==> src/rtl/pmc_pkg.sv <==
package pmc_pkg;

    typedef enum logic [2:0] {
        M_RESET   = 3'd0,
        M_STANDBY = 3'd1,
        M_SLEEP   = 3'd2,
        M_ACTIVE  = 3'd3,
        M_RX      = 3'd4,
        M_TX      = 3'd5
    } pmc_mode_e;

    typedef struct packed {
        logic regl;
        logic spi;
        logic lsosc;
        logic hsosc;
        logic core;
        logic synth;
        logic rxc;
        logic txc;
    } pmc_en_s;

    // Fixed resource map of each mode.
    function automatic pmc_en_s mode_enables(input pmc_mode_e m);
        pmc_en_s e;
        e = '0;
        case (m)
            M_STANDBY: begin e.regl = 1'b1; e.spi = 1'b1; end
            M_SLEEP:   begin e.regl = 1'b1; e.spi = 1'b1; e.lsosc = 1'b1; end
            M_ACTIVE, M_RX, M_TX: begin
                e.regl  = 1'b1; e.spi  = 1'b1; e.lsosc = 1'b1;
                e.hsosc = 1'b1; e.core = 1'b1;
                e.synth = (m != M_ACTIVE);
                e.rxc   = (m == M_RX);
                e.txc   = (m == M_TX);
            end
            default: e = '0;
        endcase
        return e;
    endfunction

    // Low-speed clock source classes.
    typedef enum logic [1:0] {LS_NONE = 2'd0, LS_RING = 2'd1, LS_XTAL = 2'd2} pmc_ls_e;

    function automatic pmc_ls_e ls_class(input logic [1:0] sel);
        if (sel[1])       return LS_XTAL;
        else if (sel[0])  return LS_RING;
        else              return LS_NONE;
    endfunction

endpackage

==> src/rtl/pmc_lat_sel.sv <==
module pmc_lat_sel
    import pmc_pkg::*;
#(
    parameter int unsigned CNT_W        = 22,
    parameter int unsigned P_RST_NONE   = 1,
    parameter int unsigned P_RST_RING   = 1,
    parameter int unsigned P_RST_XTAL   = 1,
    parameter int unsigned P_STBY_NONE  = 1,
    parameter int unsigned P_STBY_RING  = 1,
    parameter int unsigned P_STBY_XTAL  = 1,
    parameter int unsigned P_SLEEP_WAKE = 1,
    parameter int unsigned P_RX_NOCHG   = 1,
    parameter int unsigned P_RX_CHG     = 1,
    parameter int unsigned P_TX_NOCHG   = 1,
    parameter int unsigned P_TX_CHG     = 1,
    parameter int unsigned P_TURN       = 1,
    parameter int unsigned P_DOWN       = 1
) (
    input  pmc_mode_e        cur_mode,
    input  pmc_mode_e        nxt_mode,
    input  logic [1:0]       lsclk_sel,
    input  logic             chan_chg,
    output logic [CNT_W-1:0] lat
);
    localparam logic [CNT_W-1:0] L_RST_NONE  = CNT_W'(P_RST_NONE);
    localparam logic [CNT_W-1:0] L_RST_RING  = CNT_W'(P_RST_RING);
    localparam logic [CNT_W-1:0] L_RST_XTAL  = CNT_W'(P_RST_XTAL);
    localparam logic [CNT_W-1:0] L_STBY_NONE = CNT_W'(P_STBY_NONE);
    localparam logic [CNT_W-1:0] L_STBY_RING = CNT_W'(P_STBY_RING);
    localparam logic [CNT_W-1:0] L_STBY_XTAL = CNT_W'(P_STBY_XTAL);
    localparam logic [CNT_W-1:0] L_SLEEP     = CNT_W'(P_SLEEP_WAKE);
    localparam logic [CNT_W-1:0] L_RX_NC     = CNT_W'(P_RX_NOCHG);
    localparam logic [CNT_W-1:0] L_RX_CH     = CNT_W'(P_RX_CHG);
    localparam logic [CNT_W-1:0] L_TX_NC     = CNT_W'(P_TX_NOCHG);
    localparam logic [CNT_W-1:0] L_TX_CH     = CNT_W'(P_TX_CHG);
    localparam logic [CNT_W-1:0] L_TURN      = CNT_W'(P_TURN);
    localparam logic [CNT_W-1:0] L_DOWN      = CNT_W'(P_DOWN);

    pmc_ls_e ls;
    assign ls = ls_class(lsclk_sel);

    always_comb begin
        lat = L_DOWN;
        case (nxt_mode)
            M_ACTIVE: begin
                if (cur_mode == M_SLEEP) begin
                    lat = L_SLEEP;
                end else if (cur_mode == M_STANDBY) begin
                    case (ls)
                        LS_RING: lat = L_STBY_RING;
                        LS_XTAL: lat = L_STBY_XTAL;
                        default: lat = L_STBY_NONE;
                    endcase
                end else begin
                    case (ls)
                        LS_RING: lat = L_RST_RING;
                        LS_XTAL: lat = L_RST_XTAL;
                        default: lat = L_RST_NONE;
                    endcase
                end
            end
            M_RX: begin
                if (cur_mode == M_TX) lat = L_TURN;
                else                  lat = chan_chg ? L_RX_CH : L_RX_NC;
            end
            M_TX: begin
                if (cur_mode == M_RX) lat = L_TURN;
                else                  lat = chan_chg ? L_TX_CH : L_TX_NC;
            end
            default: lat = L_DOWN;
        endcase
    end
endmodule

==> src/rtl/pmc_down_cnt.sv <==
module pmc_down_cnt #(
    parameter int unsigned CNT_W = 22
) (
    input  logic             clk,
    input  logic             clr,
    input  logic             load,
    input  logic [CNT_W-1:0] load_val,
    output logic             zero
);
    logic [CNT_W-1:0] cnt_q;

    always_ff @(posedge clk) begin
        if (clr)               cnt_q <= '0;
        else if (load)         cnt_q <= load_val;
        else if (cnt_q != '0)  cnt_q <= cnt_q - 1'b1;
    end

    assign zero = (cnt_q == '0);
endmodule

==> src/rtl/pmc_en_map.sv <==
module pmc_en_map
    import pmc_pkg::*;
(
    input  pmc_mode_e mode,
    input  logic      ret_off,
    output pmc_en_s   en,
    output logic      ram2_en
);
    assign en      = mode_enables(mode);
    assign ram2_en = (mode != M_RESET) && !((mode == M_SLEEP) && ret_off);
endmodule

==> src/rtl/pwr_mode_ctrl.sv <==
module pwr_mode_ctrl
    import pmc_pkg::*;
#(
    parameter int unsigned CNT_W        = 22,
    parameter int unsigned P_RST_NONE   = 48000,
    parameter int unsigned P_RST_RING   = 224000,
    parameter int unsigned P_RST_XTAL   = 3008000,
    parameter int unsigned P_STBY_NONE  = 13440,
    parameter int unsigned P_STBY_RING  = 198400,
    parameter int unsigned P_STBY_XTAL  = 2976000,
    parameter int unsigned P_SLEEP_WAKE = 13440,
    parameter int unsigned P_RX_NOCHG   = 1952,
    parameter int unsigned P_RX_CHG     = 4000,
    parameter int unsigned P_TX_NOCHG   = 2144,
    parameter int unsigned P_TX_CHG     = 4192,
    parameter int unsigned P_TURN       = 4800,
    parameter int unsigned P_DOWN       = 32
) (
    input  logic       clk,
    input  logic       rst,
    input  logic       ext_reset_i,
    input  logic [1:0] lsclk_sel_i,
    input  logic       ret_off_i,
    input  logic       chan_chg_i,
    input  logic       timer_expire_i,
    input  logic       spi_wake_i,
    input  logic       req_sleep_i,
    input  logic       req_standby_i,
    input  logic       req_rx_i,
    input  logic       req_tx_i,
    output logic [2:0] mode_o,
    output logic       ready_o,
    output logic       err_o,
    output logic       reg_en_o,
    output logic       spi_en_o,
    output logic       lsosc_en_o,
    output logic       hsosc_en_o,
    output logic       core_en_o,
    output logic       synth_en_o,
    output logic       rx_en_o,
    output logic       tx_en_o,
    output logic       ram2_en_o
);
    pmc_mode_e        mode_q, mode_d;
    logic             err_q, err_d;
    logic             load;
    logic             cnt_zero;
    logic [CNT_W-1:0] lat;
    logic             any_sw;
    pmc_en_s          en;

    assign any_sw = req_sleep_i | req_standby_i | req_rx_i | req_tx_i;

    // Next-mode decision.
    always_comb begin
        mode_d = mode_q;
        load   = 1'b0;
        err_d  = 1'b0;
        if (ext_reset_i) begin
            mode_d = M_RESET;
        end else if (mode_q == M_RESET) begin
            mode_d = M_ACTIVE;
            load   = 1'b1;
        end else if (cnt_zero) begin
            case (mode_q)
                M_SLEEP: begin
                    if (timer_expire_i || spi_wake_i) begin
                        mode_d = M_ACTIVE; load = 1'b1;
                    end else if (any_sw) begin
                        err_d = 1'b1;
                    end
                end
                M_STANDBY: begin
                    if (spi_wake_i) begin
                        mode_d = M_ACTIVE; load = 1'b1;
                    end else if (timer_expire_i || any_sw) begin
                        err_d = 1'b1;
                    end
                end
                M_ACTIVE: begin
                    load = any_sw;
                    if (req_sleep_i)        mode_d = M_SLEEP;
                    else if (req_standby_i) mode_d = M_STANDBY;
                    else if (req_rx_i)      mode_d = M_RX;
                    else if (req_tx_i)      mode_d = M_TX;
                end
                M_RX, M_TX: begin
                    if (req_sleep_i) begin
                        mode_d = M_SLEEP; load = 1'b1;
                    end else if (req_standby_i) begin
                        mode_d = M_STANDBY; load = 1'b1;
                    end else if (req_rx_i) begin
                        if (mode_q == M_TX) begin mode_d = M_RX; load = 1'b1; end
                        else                  err_d = 1'b1;
                    end else if (req_tx_i) begin
                        if (mode_q == M_RX) begin mode_d = M_TX; load = 1'b1; end
                        else                  err_d = 1'b1;
                    end
                end
                default: mode_d = M_RESET;
            endcase
        end
    end

    always_ff @(posedge clk) begin
        if (rst) begin
            mode_q <= M_RESET;
            err_q  <= 1'b0;
        end else begin
            mode_q <= mode_d;
            err_q  <= err_d;
        end
    end

    pmc_lat_sel #(
        .CNT_W(CNT_W),
        .P_RST_NONE(P_RST_NONE), .P_RST_RING(P_RST_RING), .P_RST_XTAL(P_RST_XTAL),
        .P_STBY_NONE(P_STBY_NONE), .P_STBY_RING(P_STBY_RING), .P_STBY_XTAL(P_STBY_XTAL),
        .P_SLEEP_WAKE(P_SLEEP_WAKE),
        .P_RX_NOCHG(P_RX_NOCHG), .P_RX_CHG(P_RX_CHG),
        .P_TX_NOCHG(P_TX_NOCHG), .P_TX_CHG(P_TX_CHG),
        .P_TURN(P_TURN), .P_DOWN(P_DOWN)
    ) u_lat (
        .cur_mode (mode_q),
        .nxt_mode (mode_d),
        .lsclk_sel(lsclk_sel_i),
        .chan_chg (chan_chg_i),
        .lat      (lat)
    );

    pmc_down_cnt #(.CNT_W(CNT_W)) u_cnt (
        .clk     (clk),
        .clr     (rst | ext_reset_i),
        .load    (load),
        .load_val(lat),
        .zero    (cnt_zero)
    );

    pmc_en_map u_map (
        .mode   (mode_q),
        .ret_off(ret_off_i),
        .en     (en),
        .ram2_en(ram2_en_o)
    );

    assign mode_o     = mode_q;
    assign ready_o    = cnt_zero && (mode_q != M_RESET);
    assign err_o      = err_q;
    assign reg_en_o   = en.regl;
    assign spi_en_o   = en.spi;
    assign lsosc_en_o = en.lsosc;
    assign hsosc_en_o = en.hsosc;
    assign core_en_o  = en.core;
    assign synth_en_o = en.synth;
    assign rx_en_o    = en.rxc;
    assign tx_en_o    = en.txc;
endmodule

==> config.mk <==
export PLATFORM = sky130hd
export DESIGN_NAME = pwr_mode_ctrl
export DESIGN_NICKNAME = d
export VERILOG_FILES = /design/src/rtl/pmc_pkg.sv /design/src/rtl/pmc_lat_sel.sv /design/src/rtl/pmc_down_cnt.sv /design/src/rtl/pmc_en_map.sv /design/src/rtl/pwr_mode_ctrl.sv
export SDC_FILE = /design/constraint.sdc
export NUM_CORES = 1
export LEC_CHECK = 0
export BUFFER_PORTS_ARGS = -buffer_cell sky130_fd_sc_hd__buf_4
export CAP_MARGIN = 40
export CORE_ASPECT_RATIO = 1.25
export CORE_MARGIN = 2
export CORE_UTILIZATION = 50
export DETAILED_ROUTE_END_ITERATION = 16
export PLACE_DENSITY = 0.71
export RECOVER_POWER = 25
export SLEW_MARGIN = 20
export SYNTH_ARGS = -nofsm -noshare
export SYNTH_HDL_FRONTEND = slang
export SYNTH_SLANG_ARGS = --single-unit
==> constraint.sdc <==
create_clock -name clk -period 8.18 [get_ports clk]
set_clock_uncertainty 0.1 [all_clocks]
set_input_delay 2.454 -clock clk [delete_from_list [all_inputs] [get_ports clk]]
set_output_delay 2.454 -clock clk [all_outputs]
set_load 0.005 [all_outputs]
### Word-level counts from Yosys, hierarchy flattened

Index checks and enable logic that the tools add are counted.
Widths: inputs -> output; s select.

* add/subtract/negate cells: 1
* eq/ne operators: 11
* mux-type cells: 55
* bitwise gates (word level): 5
* reductions and logical operators: 16

Operator list (count)
* $mux 22: 6
* $pmux 22 s2: 2
* $pmux 22 s3: 1
* $mux 3: 15
* $mux 1: 23
* $logic_not 22->1: 1
* $reduce_bool 22->1: 1
* $sub 22x1->22 const B: 1
* $mux 13: 1
* $eq 3x3->1 const B: 4
* $mux 12: 1
* $pmux 3 s4: 1
* $eq 3x2->1 const B: 3
* $reduce_or 4->1: 2
* $mux 5: 1
* $reduce_or 5->1: 1
* $mux 2: 2
* $or 1x1->1: 4
* $pmux 1 s4: 1
* $eq 3x1->1 const B: 1
* $logic_and 1x1->1: 3
* $logic_not 3->1: 1
* $ne 3x2->1 const B: 1
* $pmux 1 s3: 1
* other kinds (9): 10

* flip-flop bits (word level): 26
* input port bits: 13
* output and inout bits: 14

### Depth between registers and ports, before layout

Gate-level depths: netlist (run 1).

* depth in word-level cells: 13
* gate-level depth with buffers: 13

### Hierarchy

From an unflattened synthesis (run 1), not the netlist that was laid out.

* cell total of the unflattened synthesis: 267
* area total of the unflattened synthesis: 2064.5 um^2

By module, submodules not included
* pmc_down_cnt: times used 1, cells each 146, area each 1212.4 um^2
* pwr_mode_ctrl: times used 1, cells each 58, area each 435.4 um^2
* pmc_lat_sel: times used 1, cells each 49, area each 325.3 um^2
* pmc_en_map: times used 1, cells each 14, area each 91.3 um^2

### Least setup slack after synthesis (run 1)

No wires, ideal clock.

* path kind: input to output
* start: input port ret_off_i
* end: output port ram2_en_o
* arrival time: 2.624 ns
* required time: 5.626 ns
* path slack: 3.002 ns
* stages: 1
* path buffers: 0
* cell sequence: o21ai_0

* longest elaborated chain between the ends: 3

Ends and longest elaborated chain
* from (decl): line pwr_mode_ctrl.sv:23 `input logic ret_off_i,`
* $logic_and 1x1->1: line pmc_en_map.sv:10 `assign ram2_en = (mode != M_RESET) && !((mode == M_SLEEP) && ret_off);`
* $logic_not 1->1: line pmc_en_map.sv:10
* $logic_and 1x1->1: line pmc_en_map.sv:10
* to (decl): line pwr_mode_ctrl.sv:42 `output logic ram2_en_o`

Every way passes these cells.

### Worst setup path in the final report (run 1)

Ends and elaborated chain as after synthesis.

==> results.yml, run 1 <==
status:
  status: "completed"
setup_path:
  reg2regPathDepth: 10
  slowest_delay_ns: 0.14
  rr_endpoint: "u_cnt.cnt_q[18]"
  cpLargestDelayFamily: "buffers and inverters"
  start_kind: "input pin"
  reg2reg_from: "u_cnt.cnt_q[0]"
  cpMaxStageDelayCell: "o21ai_0"
  critPathBufInv: 2
  crit_fanout: 1
  r2r_setup_slack_ns: 4.70
  end_kind: "primary output"
  crit_chain: "buf_4, o21ai_0, buf_4"
  setup.worst_path.class: "input pin to primary output"
  worstPathRequired_ns: 5.63
  crit_arrival_ns: 2.83
  cpMostUsedCell: "buf_4"
synthesis:
  ys_ff_latch: 26
  seq_area_frac_synth_pct: 26.5
  synth_edf_count: 0
  synth_cell_types: 58
  syn_inst: 257
  synth_top_flop_cell: "dfxtp_1"
  netlist_area_um2: 1960
  synthArstFlopShare_pct: 0
  synth_warnings: 0
  syn_area_per_cell_um2: 7.64
  syn_nets: 273
global_route:
  antenna_found_initial: 0
  track_usage_pct: 25.0
  grt_start_max_net_pins: 22
  grt_pass1_wl_um: 8680
  overflow: 0
  grt_pass1_vias: 1888
sta:
  worstMarginPinSlew_ns: 0.702
  slew_viol_final: 0
  min_period_ns: 5.39
  post-route-period-util_pct: 65.8
  fin_tns_setup_ns: 0
  setup_viol: 0
  timing.fmax_mhz: 186
  max-slew-margin-rel_pct: 53.2
  grt_setup_unrepaired: "false"
  layout_setup_ws_ns: 2.79
  fin_hold_ws_ns: 0.430
  hold_violations: 0
layout:
  nFillCells: 386
  final_cell_mix: "31 x nor2_1, 26 x dfxtp_1, 23 x nand2_1"
  final_common_cell: "nor2_1"
  antennaDiodeCount: 0
  fin_util_pct: 57.6
  fin_area_um2: 2180
  drive_gt1_share_pct: 16.7
  final_cells: 324
  final_net_count: 287
  syn_to_final_growth_pct: 11.0
clock_tree:
  numClockSinks: 26
  clkTransAtPathRegs_ns: 0.09
  cts-resized-gates: 0
  max-clock-path-buffers: 2
  postCtsHoldBufs: 0
  clk_latency_ns: 0.27
  cts_tree: "yes"
  cts_setup_buffers: 0
  cts_made_buffers: 3
  h-tree-depth: 1
  root_buffer: "clkbuf_8"
placement:
  placed_cells: 320
  port_buffers: 26
  post-dp-hpwl_um: 3830
  place.gp.congestion: 0.891
  dpl_cell_area_um2: 2130
  place_ws_ns: 2.79
pwr:
  total_power_mw: 1.11
  powerDensity_nw_per_um2: 508
  irDropWorstVdd_mv: 0.306
  p_leak_nw: 0.846
detailed_routing:
  via_per_inst: 5.96
  first_pass_iters: 4
  routed-via-count: 1930
  drc: 0
  drtIter0Drc: 259
  ant_nets: 0
  drt-total-wl_um: 4950
  post_drt_wl_per_cell_um: 15.3
die:
  pin_count: 27
  core-area_um2: 3780
  die_h_um: 74.1
  dieArea_um2: 4450
  num_rows: 25
  die_width_um: 60.1
  start_util_pct: 51.9
worst_hold_path:
  holdPathEnd: "u_cnt.cnt_q[20]"
  min_path_cells: 2
  hp-class: "flip-flop to flip-flop"
  hp-start: "u_cnt.cnt_q[20]"
run:
  cap_violations: 0
[synthesized netlist by cell type (3+ instances only)]
cell type / number / area (µm²)
o32ai_1: 3 / 26.3
buf_4: 4 / 30.0
xnor2_1: 12 / 105
or4_1: 4 / 30.0
nand3_1: 7 / 35.0
nor4_1: 7 / 43.8
a21oi_1: 12 / 60.1
clkbuf_1: 10 / 37.5
or4_4: 3 / 33.8
ha_1: 3 / 37.5
a22oi_1: 3 / 22.5
o211ai_1: 3 / 22.5
nand2b_1: 6 / 37.5
nor2b_1: 3 / 18.8
nand2_1: 23 / 86.3
xor2_1: 8 / 70.1
nor2_1: 31 / 116
or3_1: 3 / 18.8
o21ai_0: 11 / 55.1
nor3_1: 8 / 40.0
inv_1: 11 / 41.3
dfxtp_1: 26 / 521
a211oi_1: 6 / 45.0
o2111ai_1: 3 / 26.3
[tightest hold or removal path, delay by kind of cell, from the launching register on]
family	cells	cell delay, ns
flip-flops	1	0.34
AO/OA/AOI/OAI	2	0.15
[state kept, by name (all words and copies together), names as in the netlist]
name and cells:
mode_o 3, u_cnt.cnt_q 22, err_o 1
[how the worst max path moves through the flow]
stage / to / cells after the start / start
final: ram2_en_o / 3 / ret_off_i
after global routing: ram2_en_o / 3 / ret_off_i
after CTS: ram2_en_o / 3 / ret_off_i
after detailed placement: ram2_en_o / 3 / ret_off_i
after global placement: ram2_en_o / 3 / ret_off_i
after floorplan: ram2_en_o / 1 / ret_off_i
[report_power, final]
part	internal [mW]	switching (mW)	leakage [nW]
Sequential	0.175	0.0622	0.212
Combinational	0.333	0.452	0.605
Clock	0.0431	0.0416	0.0288
Total	0.551	0.556	0.846
[routing by layer]
metal | global-route usage [%] | part of all wire [%] | vias up
met1 | 30.2 | 42 | 897
met2 | 45.2 | 52 | 61
met5 | 0 | 0 | -
met4 | 7.41 | 0.77 | 0
met3 | 3.30 | 4.6 | 7
li1 | - | - | 965
[kinds of logic after synthesis]
family | count (synthesis) | share of synthesized area, %
adder cells (fa/ha/maj) | 3 | 1.91
multiplexers | 1 | 0.573
AND/OR/NAND/NOR | 117 | 33.1
buffers and inverters | 28 | 6.88
AO/OA/AOI/OAI | 62 | 22.1
XOR/XNOR | 20 | 8.92
flip-flops | 26 | 26.5
[layout make-up]
cell class	count	area [µm²]	share of cell area, %
clock buffer	4	55.1	2.53
inverter	11	41.3	1.89
multi-input combinational	203	1300	59.8
sequential	26	520	23.9
tap	54	67.6	3.10
timing repair buffer	26	191	8.78
Power figures use the tool's default switching activity.
==> run 2, diff against run 1 <==
- clock period: 8.18 -> 5.53 ns (I/O delays scaled with it)
==> run 2 against run 1 <==
Compared with the run above: clock-buffer cell count shrank 1; power grew 51%; clock power grew 85%; critical path depth grew 4; routed wire length shrank 0.63%; worst setup slack lost 1.3 ns; sequential share of layout area shrank 0.14 points; cell area grew 0.57%; combinational power grew 49%; global-route usage shrank 0.78 points; largest power group unchanged.
==> results.yml, run 2 (same netlist as run 1, synthesis figures left out) <==
status:
  status: "completed"
setup_path:
  crit_chain: "inv_1, ha_1, nor3b_1, and2_1, nand3_1, a21oi_1, buf_4"
  slowest_delay_ns: 0.41
  start_kind: "flip-flop"
  reg2regPathDepth: 10
  setup.worst_path.class: "flip-flop to primary output"
  cpMaxStageDelayCell: "nand3_1"
  r2r_setup_slack_ns: 2.06
  crit_fanout: 11
  end_kind: "primary output"
  crit_arrival_ns: 2.31
  worstPathRequired_ns: 3.77
clock_tree:
  clk_latency_ns: 0.27
  clkTransAtPathRegs_ns: 0.09
  numClockSinks: 26
  cts_tree: "yes"
  cts_made_buffers: 3
  root_buffer: "clkbuf_8"
  h-tree-depth: 1
  cts_setup_buffers: 0
  cts-resized-gates: 0
  max-clock-path-buffers: 2
  postCtsHoldBufs: 0
layout:
  drive_gt1_share_pct: 16.3
  final_net_count: 287
  fin_area_um2: 2190
  top_register: "u_cnt.cnt_q"
  syn_to_final_growth_pct: 11.6
  antennaDiodeCount: 0
  final_common_cell: "nor2_1"
  largest_register_ffs: 22
  multi_input_area_um2: 1300
  nFillCells: 380
  final_cell_mix: "31 x nor2_1, 26 x dfxtp_1, 23 x nand2_1"
  regArea_um2: 520
global_route:
  grt_pass1_vias: 1799
  grt_pass1_wl_um: 8220
  grt.busiest_layer: "met2"
  grt.met1_usage_pct: 29.0
  antenna_found_initial: 0
  overflow: 0
  grt_start_max_net_pins: 22
  grt_use_met2_pct: 42.4
  track_usage_pct: 24.2
  grtUsageMet3_pct: 2.26
sta:
  max-slew-margin-rel_pct: 55.9
  setup_viol: 0
  post-route-period-util_pct: 73.7
  fin_tns_setup_ns: 0
  min_period_ns: 4.07
  hold_violations: 0
  worstMarginPinSlew_ns: 0.656
  grt_setup_unrepaired: "false"
  timing.fmax_mhz: 246
  layout_setup_ws_ns: 1.46
  slew_viol_final: 0
detailed_routing:
  ant_nets: 0
  via_per_inst: 5.95
  drt-total-wl_um: 4920
  drc: 0
  routed-via-count: 1929
  first_pass_iters: 5
  post_drt_wl_per_cell_um: 15.2
  drtIter0Drc: 218
die:
  pin_count: 27
  die_h_um: 74.1
  core-area_um2: 3780
  die_width_um: 60.1
  dieArea_um2: 4450
  start_util_pct: 51.9
  num_rows: 25
placement:
  dpl_cell_area_um2: 2130
  port_buffers: 26
  place_ws_ns: 1.50
  place.gp.congestion: 0.931
  post-dp-hpwl_um: 3850
pwr:
  total_power_mw: 1.68
  p_leak_nw: 0.849
  powerDensity_nw_per_um2: 764
  irDropWorstVdd_mv: 0.507
run:
  cap_violations: 0
worst_hold_path:
  min_path_cells: 2
  hp-class: "flip-flop to flip-flop"
[run 2: cell count changes in the layout (fill, tap and decap cells not counted)]
cell / delta
clkbuf_1: +1
buf_4: -1
bufinv_16: +1
clkbuf_8: -1
[run 2: final timing paths]
path,startpoint,to
setup reg to reg,u_cnt.cnt_q[0],u_cnt.cnt_q[18]
hold / removal,u_cnt.cnt_q[20],u_cnt.cnt_q[20]
setup / recovery,u_cnt.cnt_q[0],ready_o
hold reg to reg,u_cnt.cnt_q[20],u_cnt.cnt_q[20]
[run 2: area by class of cell]
cell class	instances	area share (%)
inverters	11	1.88
multi-input cells	203	59.5
flip-flops and latches	26	23.7
repair buffers	26	8.56
clock buffers	3	1.88
well taps	54	3.08
clock inverters	1	1.37
[run 2: where the power goes]
part	switching, mW	internal (mW)
Clock	0.0599	0.0969
Combinational	0.675	0.492
Sequential	0.0918	0.259
[run 2: per-stage QoR]
step                      utilization (%)  hold WS, ns  std cells
after floorplan                         -        0.386        257
after global placement               56.4        0.413        320
after detailed placement             56.4        0.412        320
after CTS                            58.2        0.426        324
after global routing                 57.9        0.463        324
final                                57.9        0.430        324
[run 2: routing by layer]
layer	routed length (µm)	share of wire (%)
met1	2100	43
met2	2460	50
met3	175	3.6
met5	0	0
met4	191	3.9
[run 2: critical path, delay by kind of cell, from the launching register on]
kind | cells | cell delay, ns
fa+ha+maj | 1 | 0.22
flops | 1 | 0.36
simple gates | 3 | 0.97
buf+inv | 2 | 0.23
compound gates | 1 | 0.26
==> run 3, diff against run 2 <==
- PLACE_DENSITY: 0.71 -> 0.74
- clock period: 5.53 -> 3.6 ns (I/O delays scaled with it)
==> run 3 against run 2 <==
Compared with the run above: combinational power rose by 60%; sequential cell count stayed put; die area did not move; register-to-register slack got worse by 1.6 ns; non-clock buffer count is 9 higher; sequential share of layout area decreased by 0.54 points; cell count rose by 2.8%; via count is 3.9% higher; core utilization increased by 1.4 points; global-route usage up 0.43 points; hold slack better by 0.011 ns; clock power is 23% higher; largest power group unchanged.
==> results.yml, run 3 (same netlist as run 1, synthesis figures left out) <==
global_route:
  overflow: 0
  grt_start_max_net_pins: 19
  grt_pass1_wl_um: 8410
  antenna_found_initial: 0
  track_usage_pct: 24.6
  grt_pass1_vias: 1800
pwr:
  irDropWorstVdd_mv: 1.04
  combPwrFrac_pct: 72.1
  p_leak_nw: 0.888
  p_sw_mw: 1.28
  p_clk_share_pct: 7.4
  swShare_pct: 49.4
  p_int_mw: 1.31
  powerDensity_nw_per_um2: 1160
  seqPwrFrac_pct: 20.5
layout:
  fin_util_pct: 59.3
  antennaDiodeCount: 0
  syn_to_final_growth_pct: 14.2
  final_cell_mix: "31 x nor2_1, 29 x buf_4, 26 x dfxtp_1"
  drive_gt1_share_pct: 19.0
  top_register: "u_cnt.cnt_q"
  final_common_cell: "nor2_1"
  fin_area_um2: 2240
  final_cells: 333
  final_net_count: 296
  largest_register_ffs: 22
clock_tree:
  cts-resized-gates: 0
  cts_made_buffers: 3
  cts_tree: "yes"
  numClockSinks: 26
  cts_setup_buffers: 0
  clk_latency_ns: 0.27
  h-tree-depth: 1
  max-clock-path-buffers: 2
  clkTransAtPathRegs_ns: 0.09
  postCtsHoldBufs: 0
  root_buffer: "clkbuf_8"
setup_path:
  end_kind: "primary output"
  r2r_setup_slack_ns: 0.43
  reg2reg_from: "u_cnt.cnt_q[12]"
  worstPathRequired_ns: 2.42
  cp-endpoint: "ready_o"
  rr_endpoint: "u_cnt.cnt_q[19]"
  crit_start: "u_cnt.cnt_q[12]"
  start_kind: "flip-flop"
  setup.worst_path.class: "flip-flop to primary output"
  reg2regPathDepth: 8
  crit_fanout: 7
  crit_arrival_ns: 2.07
die:
  pin_count: 27
  die_h_um: 74.1
  core-area_um2: 3780
  start_util_pct: 51.9
  dieArea_um2: 4450
  num_rows: 25
  die_width_um: 60.1
detailed_routing:
  first_pass_iters: 4
  drt-total-wl_um: 5130
  via_per_inst: 6.02
  routed-via-count: 2005
  post_drt_wl_per_cell_um: 15.4
  drtIter0Drc: 203
  ant_nets: 0
  drc: 0
sta:
  fin_tns_setup_ns: 0
  slew_viol_final: 0
  timing.fmax_mhz: 308
  post-route-period-util_pct: 90.3
  max-slew-margin-rel_pct: 53.3
  grt_setup_unrepaired: "false"
  worstMarginPinSlew_ns: 0.695
  setup_viol: 0
  min_period_ns: 3.25
  hold_violations: 0
status:
  status: "completed"
placement:
  place.gp.congestion: 0.892
  dpl_cell_area_um2: 2200
  port_buffers: 26
  placed_cells: 329
  post-dp-hpwl_um: 4000
worst_hold_path:
  hp-class: "flip-flop to flip-flop"
  min_path_cells: 2
run:
  cap_violations: 0
run 3: changes by cell type in the layout (fill, tap and decap cells not counted):
| cell | change |
|---|---|
| clkbuf_8 | +1 |
| bufinv_16 | -1 |
| buf_4 | +11 |
| clkbuf_4 | -2 |
run 3: power groups by stage:
stage               Clock, mW  Combinational (mW)  Sequential, mW
finish                  0.193                1.87           0.532
global placement            0                1.84           0.530
detailed placement          0                1.88           0.535
global route            0.211                2.09           0.548
floorplan                   0                1.54           0.499
CTS                     0.195                1.88           0.528
run 3: critical path, cell delays in order, from the launching register on:
cell	delay [ns]
dfxtp_1	0.36
or4_4	0.57
nor3_1	0.27
nand3_1	0.27
a21oi_1	0.19
buf_4	0.13
run 3: how the worst min path moves through the flow:
stage | from | endpoint | slack (ns)
3_5_place_dp | u_cnt.cnt_q[20] | u_cnt.cnt_q[20] | 0.43
5_1_grt | u_cnt.cnt_q[20] | u_cnt.cnt_q[20] | 0.48
6_report | u_cnt.cnt_q[20] | u_cnt.cnt_q[20] | 0.44
3_3_place_gp | u_cnt.cnt_q[20] | u_cnt.cnt_q[20] | 0.41
4_1_cts | u_cnt.cnt_q[20] | u_cnt.cnt_q[20] | 0.45
2_1_floorplan | u_cnt.cnt_q[20] | u_cnt.cnt_q[20] | 0.39
run 3: layout make-up:
class | instances | area, µm²
timing repair buffer | 35 | 255
inverter | 11 | 41.3
clock buffer | 4 | 55.1
tap | 54 | 67.6
multi-input combinational | 203 | 1300
sequential | 26 | 520
fill | 357 | 1540
run 3: per-layer routing:
layer,share of wire (%),track usage [%]
met1,41,32.9
met2,50,40.7
met3,6.5,3.13
met5,0,0
met4,2.5,8.15
run 3: per-stage QoR:
step,hold WS [ns],setup WS [ns],power (mW)
6_report,0.441,0.349,2.60
2_1_floorplan,0.386,0.634,2.04
4_1_cts,0.446,0.360,2.61
3_3_place_gp,0.412,0.282,2.37
5_1_grt,0.482,0.0713,2.84
3_5_place_dp,0.433,0.175,2.41
